[src/rtl/adc_bif_pkg.sv]
package adc_bif_pkg;
  localparam int NUM_SLOTS   = 4;
  localparam int SLOT_W      = 16;
  localparam int BYTE_W      = 8;
  localparam int ADDR_W      = 4;
  localparam int SEL_W       = $clog2(NUM_SLOTS);
  localparam int CTRL_OFFSET = 2 * NUM_SLOTS;
  localparam logic [BYTE_W-1:0] UNMAPPED_BYTE = '1;
  localparam logic [BYTE_W-2:0] CTRL_FIXED    = '1;

  typedef enum logic [1:0] {
    REGION_SLOT,
    REGION_CTRL,
    REGION_NONE
  } region_e;
endpackage

[src/rtl/adc_slot_bank.sv]
module adc_slot_bank #(
  parameter int NUM   = 4,
  parameter int WIDTH = 16,
  localparam int SW   = $clog2(NUM),
  localparam int HALF = WIDTH / 2
) (
  input  logic             clk,
  input  logic             rst_n,
  input  logic             wr_en,
  input  logic [SW-1:0]    wr_sel,
  input  logic [WIDTH-1:0] wr_data,
  input  logic [SW-1:0]    rd_sel,
  output logic [HALF-1:0]  rd_hi,
  output logic [HALF-1:0]  rd_lo
);
  logic [WIDTH-1:0] slot_q [NUM];

  for (genvar g = 0; g < NUM; g++) begin : g_slot
    always_ff @(posedge clk or negedge rst_n) begin
      if (!rst_n) begin
        slot_q[g] <= '0;
      end else if (wr_en && (wr_sel == SW'(g))) begin
        slot_q[g] <= wr_data;
      end
    end
  end

  always_comb begin
    rd_hi = slot_q[rd_sel][WIDTH-1:HALF];
    rd_lo = slot_q[rd_sel][HALF-1:0];
  end
endmodule

[src/rtl/adc_ctrl_byte.sv]
module adc_ctrl_byte #(
  parameter int BYTE_W = 8
) (
  input  logic              clk,
  input  logic              rst_n,
  input  logic              standby,
  input  logic              wr_en,
  input  logic [BYTE_W-1:0] wr_data,
  output logic              arm,
  output logic [BYTE_W-1:0] ctrl_byte
);
  logic arm_q;

  always_ff @(posedge clk or negedge rst_n) begin
    if (!rst_n) begin
      arm_q <= 1'b0;
    end else if (standby) begin
      arm_q <= 1'b0;
    end else if (wr_en) begin
      arm_q <= wr_data[BYTE_W-1];
    end
  end

  assign arm       = arm_q;
  assign ctrl_byte = {arm_q, {(BYTE_W-1){1'b1}}};

  AST_STANDBY_DISARMS: assert property (@(posedge clk) disable iff (!rst_n)
    standby |=> !arm_q);
endmodule

[src/rtl/adc_trig_qual.sv]
module adc_trig_qual #(
  parameter int SYNC_STAGES = 2
) (
  input  logic clk,
  input  logic rst_n,
  input  logic ext_trig,
  input  logic arm,
  input  logic sw_start,
  output logic conv_start
);
  logic [SYNC_STAGES-1:0] sync_q;
  logic                   prev_q;
  logic                   fall;

  always_ff @(posedge clk or negedge rst_n) begin
    if (!rst_n) begin
      sync_q <= '1;
      prev_q <= 1'b1;
    end else begin
      sync_q <= {sync_q[SYNC_STAGES-2:0], ext_trig};
      prev_q <= sync_q[SYNC_STAGES-1];
    end
  end

  assign fall       = prev_q && !sync_q[SYNC_STAGES-1];
  assign conv_start = sw_start || (arm && fall);

  AST_TRIG_GATED: assert property (@(posedge clk) disable iff (!rst_n)
    (!arm && !sw_start) |-> !conv_start);
  AST_PULSE_SINGLE: assert property (@(posedge clk) disable iff (!rst_n)
    (conv_start && !sw_start) |=> (!conv_start || sw_start));
  AST_SW_PASS: assert property (@(posedge clk) disable iff (!rst_n)
    sw_start |-> conv_start);
endmodule

[src/rtl/adc_bytebus_if.sv]
module adc_bytebus_if
  import adc_bif_pkg::*;
(
  input  logic              clk,
  input  logic              rst_n,
  input  logic              standby,
  input  logic              req_valid,
  output logic              req_ready,
  input  logic              req_write,
  input  logic [ADDR_W-1:0] req_addr,
  input  logic [BYTE_W-1:0] req_wdata,
  output logic              rsp_valid,
  input  logic              rsp_ready,
  output logic [BYTE_W-1:0] rsp_data,
  input  logic              res_wr_en,
  input  logic [SEL_W-1:0]  res_wr_sel,
  input  logic [SLOT_W-1:0] res_wr_data,
  input  logic              ext_trig,
  input  logic              sw_start,
  output logic              conv_start
);
  localparam int HALF = SLOT_W / 2;

  logic              accept;
  logic              rd_acc;
  logic              wr_acc;
  region_e           region;
  logic [SEL_W-1:0]  slot_sel;
  logic              lo_sel;
  logic [HALF-1:0]   slot_hi;
  logic [HALF-1:0]   slot_lo;
  logic [BYTE_W-1:0] hold_q;
  logic [BYTE_W-1:0] ctrl_byte;
  logic              arm;
  logic              rsp_valid_q;
  logic [BYTE_W-1:0] rsp_data_q;
  logic [BYTE_W-1:0] rd_byte;

  assign req_ready = !rsp_valid_q || rsp_ready;
  assign accept    = req_valid && req_ready;
  assign rd_acc    = accept && !req_write;
  assign wr_acc    = accept && req_write;

  always_comb begin
    if (int'(req_addr) < CTRL_OFFSET)       region = REGION_SLOT;
    else if (int'(req_addr) == CTRL_OFFSET) region = REGION_CTRL;
    else                                    region = REGION_NONE;
    slot_sel = req_addr[SEL_W:1];
    lo_sel   = req_addr[0];
  end

  adc_slot_bank #(.NUM(NUM_SLOTS), .WIDTH(SLOT_W)) u_bank (
    .clk     (clk),
    .rst_n   (rst_n),
    .wr_en   (res_wr_en),
    .wr_sel  (res_wr_sel),
    .wr_data (res_wr_data),
    .rd_sel  (slot_sel),
    .rd_hi   (slot_hi),
    .rd_lo   (slot_lo)
  );

  adc_ctrl_byte #(.BYTE_W(BYTE_W)) u_ctrl (
    .clk       (clk),
    .rst_n     (rst_n),
    .standby   (standby),
    .wr_en     (wr_acc && (region == REGION_CTRL)),
    .wr_data   (req_wdata),
    .arm       (arm),
    .ctrl_byte (ctrl_byte)
  );

  adc_trig_qual #(.SYNC_STAGES(2)) u_trig (
    .clk        (clk),
    .rst_n      (rst_n),
    .ext_trig   (ext_trig),
    .arm        (arm),
    .sw_start   (sw_start),
    .conv_start (conv_start)
  );

  always_ff @(posedge clk or negedge rst_n) begin
    if (!rst_n) begin
      hold_q <= '0;
    end else if (rd_acc && (region == REGION_SLOT) && !lo_sel) begin
      hold_q <= slot_lo;
    end
  end

  always_comb begin
    unique case (region)
      REGION_SLOT: rd_byte = lo_sel ? hold_q : slot_hi;
      REGION_CTRL: rd_byte = ctrl_byte;
      default:     rd_byte = UNMAPPED_BYTE;
    endcase
  end

  always_ff @(posedge clk or negedge rst_n) begin
    if (!rst_n) begin
      rsp_valid_q <= 1'b0;
      rsp_data_q  <= '0;
    end else if (rd_acc) begin
      rsp_valid_q <= 1'b1;
      rsp_data_q  <= rd_byte;
    end else if (rsp_ready) begin
      rsp_valid_q <= 1'b0;
    end
  end

  assign rsp_valid = rsp_valid_q;
  assign rsp_data  = rsp_data_q;

  AST_HOLD_ONLY_ON_HIGH: assert property (@(posedge clk) disable iff (!rst_n)
    !(rd_acc && region == REGION_SLOT && !lo_sel) |=> $stable(hold_q));
  AST_LOW_FROM_HOLD: assert property (@(posedge clk) disable iff (!rst_n)
    (rd_acc && region == REGION_SLOT && lo_sel) |=> rsp_data == $past(hold_q));
  AST_CTRL_FIXED_BITS: assert property (@(posedge clk) disable iff (!rst_n)
    (rd_acc && region == REGION_CTRL) |=> rsp_data[BYTE_W-2:0] == CTRL_FIXED);
  AST_UNMAPPED_ONES: assert property (@(posedge clk) disable iff (!rst_n)
    (rd_acc && region == REGION_NONE) |=> rsp_data == UNMAPPED_BYTE);
  AST_RSP_STALL_HOLD: assert property (@(posedge clk) disable iff (!rst_n)
    (rsp_valid && !rsp_ready) |=> (rsp_valid && $stable(rsp_data)));
  AST_READY_BLOCKED: assert property (@(posedge clk) disable iff (!rst_n)
    (rsp_valid && !rsp_ready) |-> !req_ready);
endmodule

[config.mk]
export PLATFORM = sky130hd
export DESIGN_NAME = adc_bytebus_if
export DESIGN_NICKNAME = d
export VERILOG_FILES = /design/src/rtl/adc_bif_pkg.sv /design/src/rtl/adc_slot_bank.sv /design/src/rtl/adc_ctrl_byte.sv /design/src/rtl/adc_trig_qual.sv /design/src/rtl/adc_bytebus_if.sv
export SDC_FILE = /design/constraint.sdc
export NUM_CORES = 1
export LEC_CHECK = 0
export ABC_AREA = 1
export BUFFER_PORTS_ARGS = -buffer_cell sky130_fd_sc_hd__buf_4
export CORE_UTILIZATION = 44
export DETAILED_ROUTE_END_ITERATION = 16
export PLACE_DENSITY = 0.62
export SLEW_MARGIN = 20
export SYNTH_ARGS = -nofsm -noshare
export SYNTH_HDL_FRONTEND = slang
export SYNTH_SLANG_ARGS = --single-unit
[constraint.sdc]
create_clock -name clk -period 1.5 [get_ports clk]
set_input_delay 0.15 -clock clk [delete_from_list [all_inputs] [get_ports clk]]
set_output_delay 0.15 -clock clk [all_outputs]
set_load 0.03 [all_outputs]
# ---- After elaboration in Yosys (flattened, before gate mapping)
# Cells that the tools add are included.
dict set report classes {
  bitwise_logic 1
  eq_ne 5
  n_lt_le_gt_ge 2
  reduce_logical 22
  mux 11
}
# cell count
set op_table {}
lappend op_table {{binary-select mux 16 bit (select 2 bit)} 1}
lappend op_table {{two-way mux 16 bit} 2}
lappend op_table {{one-hot mux 8 bit (2 select lines)} 1}
lappend op_table {{logical AND 1 bit} 12}
lappend op_table {{two-way mux 8 bit} 1}
lappend op_table {{equality test 2 x 1 -> 1 bit (second input constant)} 2}
lappend op_table {{equality test 2 bit (second input constant)} 2}
lappend op_table {{equality test 4 bit (second input constant)} 1}
lappend op_table {{zero test 1 bit} 4}
lappend op_table {{zero test 2 bit} 2}
lappend op_table {{< comparator 4 bit (second input constant)} 1}
lappend op_table {{two-way mux 1 bit} 4}
lappend op_table {{two-way mux 2 bit} 2}
lappend op_table {{nonzero test 2 bit} 2}
lappend op_table {{greater-or-equal comparator 3 bit (second input constant)} 1}
lappend op_table {{inverter 2 -> 3 bit} 1}
lappend op_table {{logical OR 1 bit} 2}
dict set report word_totals {
  out_inout_bits 11
  regBits 85
  wordCells 51
  input_bits 39
}

# ---- Depth between registers and ports, before layout
dict set report logic_depth {
  word_depth 7
  depth_mapped 7
  ltp_nobuf 7
}

# ---- Modules after synthesis
# A second synthesis with hierarchy kept.
dict set report unflattened {
  hier_cells 631
  area_unflattened_um2 4626.9
}
# module n_inst area_per_inst_um2 seq_area_each_um2 cells_each
set by_module_without_submodules {}
lappend by_module_without_submodules {adc_slot_bank 1 3447.1 1601.5 470}
lappend by_module_without_submodules {adc_bytebus_if 1 975.9 425.4 139}
lappend by_module_without_submodules {adc_ctrl_byte 1 108.9 25.0 15}
lappend by_module_without_submodules {adc_trig_qual 1 95.1 78.8 7}

# ---- Least setup slack after synthesis
# No wires, ideal clock.
dict set report synth_timing {
  kind {reg-to-reg}
  startpoint {register rsp_valid_q, in the netlist rsp_valid}
  endpoint {register hold_q[0]}
  t_required_ns 1.374
  slack_ns 0.091
  stages_incl_launch_ff 6
  path_buffers 1
  t_arrival_ns 1.283
  cell_sequence {dfrtp_1 nand2_4 nand3b_4 nor3_4 buf_6 o21ai_0}
}
dict set report synth_between {
  elab_chain_len 6
}
# item line
set synth_lines {}
lappend synth_lines {{from (decl)} adc_bytebus_if.sv:35} ;# logic rsp_valid_q;
lappend synth_lines {{from (signal assigned)} adc_bytebus_if.sv:100} ;# rsp_valid_q <= 1'b0;
lappend synth_lines {{from (signal assigned)} adc_bytebus_if.sv:103} ;# rsp_valid_q <= 1'b1;
lappend synth_lines {{from (signal assigned)} adc_bytebus_if.sv:106} ;# rsp_valid_q <= 1'b0;
lappend synth_lines {{zero test 1 bit} adc_bytebus_if.sv:39} ;# assign req_ready = !rsp_valid_q || rsp_ready;
lappend synth_lines {{logical OR 1 bit} adc_bytebus_if.sv:39}
lappend synth_lines {{net req_ready} adc_bytebus_if.sv:8} ;# output logic req_ready,
lappend synth_lines {{logical AND 1 bit} adc_bytebus_if.sv:40} ;# assign accept = req_valid && req_ready;
lappend synth_lines {{logical AND 1 bit} adc_bytebus_if.sv:41} ;# assign rd_acc = accept && !req_write;
lappend synth_lines {{logical AND 1 bit (2 in series)} adc_bytebus_if.sv:85} ;# end else if (rd_acc && (region == REGION_SLOT) && !lo_sel) begin
lappend synth_lines {{to (signal assigned)} adc_bytebus_if.sv:86} ;# hold_q <= slot_lo;
lappend synth_lines {{to (decl)} adc_bytebus_if.sv:32} ;# logic [BYTE_W-1:0] hold_q;
# The timed path passes the listed nets, and every way through them passes these cells.
# A chain may end at the register's enable or synchronous reset.

# ---- Worst setup path in the final report
dict set report layout_timing {
  startpoint {register u_trig.sync_q[1]}
  endpoint {output port conv_start}
}
dict set report layout_between {
  elab_chain_len 4
}
# item line
set layout_lines {}
lappend layout_lines {{from (decl)} adc_trig_qual.sv:11} ;# logic [SYNC_STAGES-1:0] sync_q;
lappend layout_lines {{from (signal assigned)} adc_trig_qual.sv:20} ;# sync_q <= {sync_q[SYNC_STAGES-2:0], ext_trig};
lappend layout_lines {{zero test 1 bit} adc_trig_qual.sv:25} ;# assign fall = prev_q && !sync_q[SYNC_STAGES-1];
lappend layout_lines {{logical AND 1 bit} adc_trig_qual.sv:25}
lappend layout_lines {{logical AND 1 bit} adc_trig_qual.sv:26} ;# assign conv_start = sw_start || (arm && fall);
lappend layout_lines {{logical OR 1 bit} adc_trig_qual.sv:26}
lappend layout_lines {{to (decl)} adc_bytebus_if.sv:20} ;# output logic conv_start
# No other way between the ends.

==> run_results.csv <==
group,metric,value,unit
final_layout,multi_input_area,1380,sq um
pwr,peakVddDrop,0.517,mV
logic_synthesis,synth-seq-cells,85,
placed_design,postPlaceCellArea,4260,sq um
global_route,grt_pass1_wl,13.9,mm
final_layout,stdcell_count,626,
route,dr.pass1.iters,4,
sta,setup-tns-final,0,ps
logic_synthesis,syn-cell-area,3830,sq um
pwr,power,5.46,mW
pwr,power.leakage,2.28,nW
run_status,outcome,"completed",
logic_synthesis,synth_largest_area_cell,"dfrtp_1",
cts,cts_buffer_depth,2,
placed_design,dp.cells,607,
route,num_vias,3014,
sta,hold_slack,88.1,ps
pwr,p_per_area,1220,nW/um^2
sta,slew_viol_final,0,
setup_path,critPathKind,"flip-flop to output port",
sta,fin_skew,9.44,ps
sta,worst_pin_slew,503,ps
route,wirelength,8.19,mm
die,coreArea,8340,sq um
cts,tritoncts,"done",
cts,post_cts_buffers,0,
sta,setup_slack,124,ps
final_layout,finalInstanceArea,4480,sq um
die,die_x,95.3,um
final_layout,fin_nets,555,
route,drt-wirelength-per-cell,13.1,um
route,remaining_drc_errors,0,
placed_design,gp_congestion,0.715,
logic_synthesis,synth_fp_nets,512,
route,viasPerCell,4.81,
setup_path,worstPathRequired,1350,ps
route,postRouteAntennaNets,0,
final_layout,final_core_util,53.7,%
die,die_area,9090,sq um
setup_path,cp-start-kind,"flip-flop",
cts,htree_num_levels,3,
route,drtIter0Drc,188,
die,rows,33,
final_layout,nFillCells,820,
cts,cts_sinks,85,
cts,cts_buffers,9,
setup_path,crit_arrival,1230,ps
logic_synthesis,avgSynthCellArea,8.11,sq um
placed_design,preCtsSetupSlack,141,ps
placed_design,numPortBuffers,42,
logic_synthesis,synth_area_leaders,"dfrtp_1, o21ai_0, nand2_1, nor2_1, inv_1",
final_layout,areaGrowthSynthToFinish,16.8,%
global_route,grt_start_max_net_pins,38,
run,drv_cap,0,
placed_design,dpl.hpwl,5.29,mm
sta,hold_viol_final,0,
final_layout,drive_above_1_share,14.8,%
cts,cts_root_buf,"clkbuf_8",
die,io_pins,50,
sta,relSlewSlack,66.4,%
setup_path,cp_max_fo,2,
worst_hold_path,hold_class,"primary input to flip-flop",
sta,setup_viol,0,
die,start_util,46.0,%
logic_synthesis,synth.distinct_cells,22,
sta,fin_crit_sh,91.7,%
sta,rsz0062_at_grt,"false",
global_route,grt_usage,20.3,%
logic_synthesis,yosysWarningCount,0,
logic_synthesis,ys_seq_area_share,55.6,%
cts,clk_latency,350,ps
global_route,antenna_found_initial,0,
global_route,grt_remaining_overflow,0,
setup_path,worstSetupEndpointType,"output port",
sta,fmax,727,MHz
logic_synthesis,synth_top_area_share,53.5,%
cts,clk_pin_slew,80,ps
final_layout,diodes,0,
sta,fin_crit,1380,ps
global_route,grt_pass1_vias,2954,
logic_synthesis,syn_inst,473,
final_layout,layout.area.seq,2130,sq um
die,die-height,95.3,um
## worst max-delay path, cell delays in order, from the launching register on
cell,delay [ps]
dfstp_2,540
nor2_1,40
a21o_1,140
buf_4,160
## layer usage
metal  up-vias  share of wire, %  GRT usage [%]
met5         -                 0              0
met4         0              0.82           6.57
met3         7               3.5           3.59
met2        55                44           31.4
met1      1374                52           28.9
li1       1578                 -              -
## layout by cell type (no fill, tap or decap)
cell / n
inv_2: 2
clkbuf_1: 2
nand2_1: 112
nand3_1: 6
nor3_1: 2
clkbuf_8: 10
buf_12: 1
a21o_1: 1
nand3b_4: 1
dlygate4sd3_1: 3
dfstp_2: 3
a21oi_1: 10
dfrtp_1: 82
clkinv_2: 2
clkinvlp_4: 1
nand2_4: 1
o21ai_0: 105
nor3_4: 1
o21ai_1: 10
inv_1: 52
bufinv_16: 1
buf_4: 52
nor2_1: 59
o21ai_2: 2
## final timing paths
kind                                  start          endpoint  slack (ps)  depth (start not counted)
max in group asynchronous             rst_n  u_bank.slot_q[0]         680                          3
setup / recovery           u_trig.sync_q[1]        conv_start         120                          3
min in group asynchronous             rst_n  u_bank.slot_q[5]         260                          2
hold reg to reg            u_trig.sync_q[0]  u_trig.sync_q[1]         360                          0
hold / removal                    rsp_ready         rsp_valid          90                          4
setup reg to reg                  rsp_valid         hold_q[3]         230                          6
## where the power goes
group	leakage, nW	total (mW)	switching (mW)	internal, mW
registers	1.04	2.85	0.183	2.67
logic	1.14	0.996	0.604	0.392
clock network	0.0964	1.61	0.799	0.812
total	2.27	5.46	1.59	3.87
## registers in the layout, summed over array words and instances, names as in the netlist
signal,count
hold_q,8
rsp_data,8
rsp_valid,1
u_bank.slot_q,64
u_ctrl.arm,1
u_trig.prev_q,1
u_trig.sync_q,2
## timing repair
| action | CTS | global route |
|---|---|---|
| endpoints found under the hold margin | 24 | 0 |
| hold buffers | 3 | 0 |
| gates resized for setup | 0 | 0 |
## cell usage after synthesis
| master | number |
|---|---|
| nand3b_4 | 1 |
| clkbuf_1 | 11 |
| nor3_4 | 1 |
| buf_2 | 8 |
| nor3_1 | 2 |
| nand2_4 | 1 |
| buf_1 | 1 |
| inv_1 | 52 |
| nand2_1 | 112 |
| o21ai_1 | 10 |
| a21oi_1 | 10 |
| buf_6 | 2 |
| nand3_1 | 6 |
| dfrtp_1 | 82 |
| o21ai_2 | 2 |
| nor2_1 | 59 |
| inv_2 | 2 |
| clkbuf_2 | 1 |
| dfstp_2 | 3 |
| a21o_1 | 1 |
| o21ai_0 | 105 |
| buf_4 | 1 |
## logic make-up after synthesis
family	Yosys count	share of synthesized area, %
AO/OA/AOI/OAI	128	17.0
buffers and inverters	78	8.42
flip-flops	85	55.6
AND/OR/NAND/NOR	182	19.0
## layout make-up
cell class / instances / share of cell area [%]
Clock inverter: 4 / 1.06
Inverter: 54 / 4.53
Clock buffer: 12 / 3.24
Multi-Input combinational cell: 310 / 30.8
Sequential cell: 85 / 47.6
Timing Repair Buffer: 56 / 9.84
Tap cell: 105 / 2.93
No activity file was read; power rests on OpenSTA's default activity.
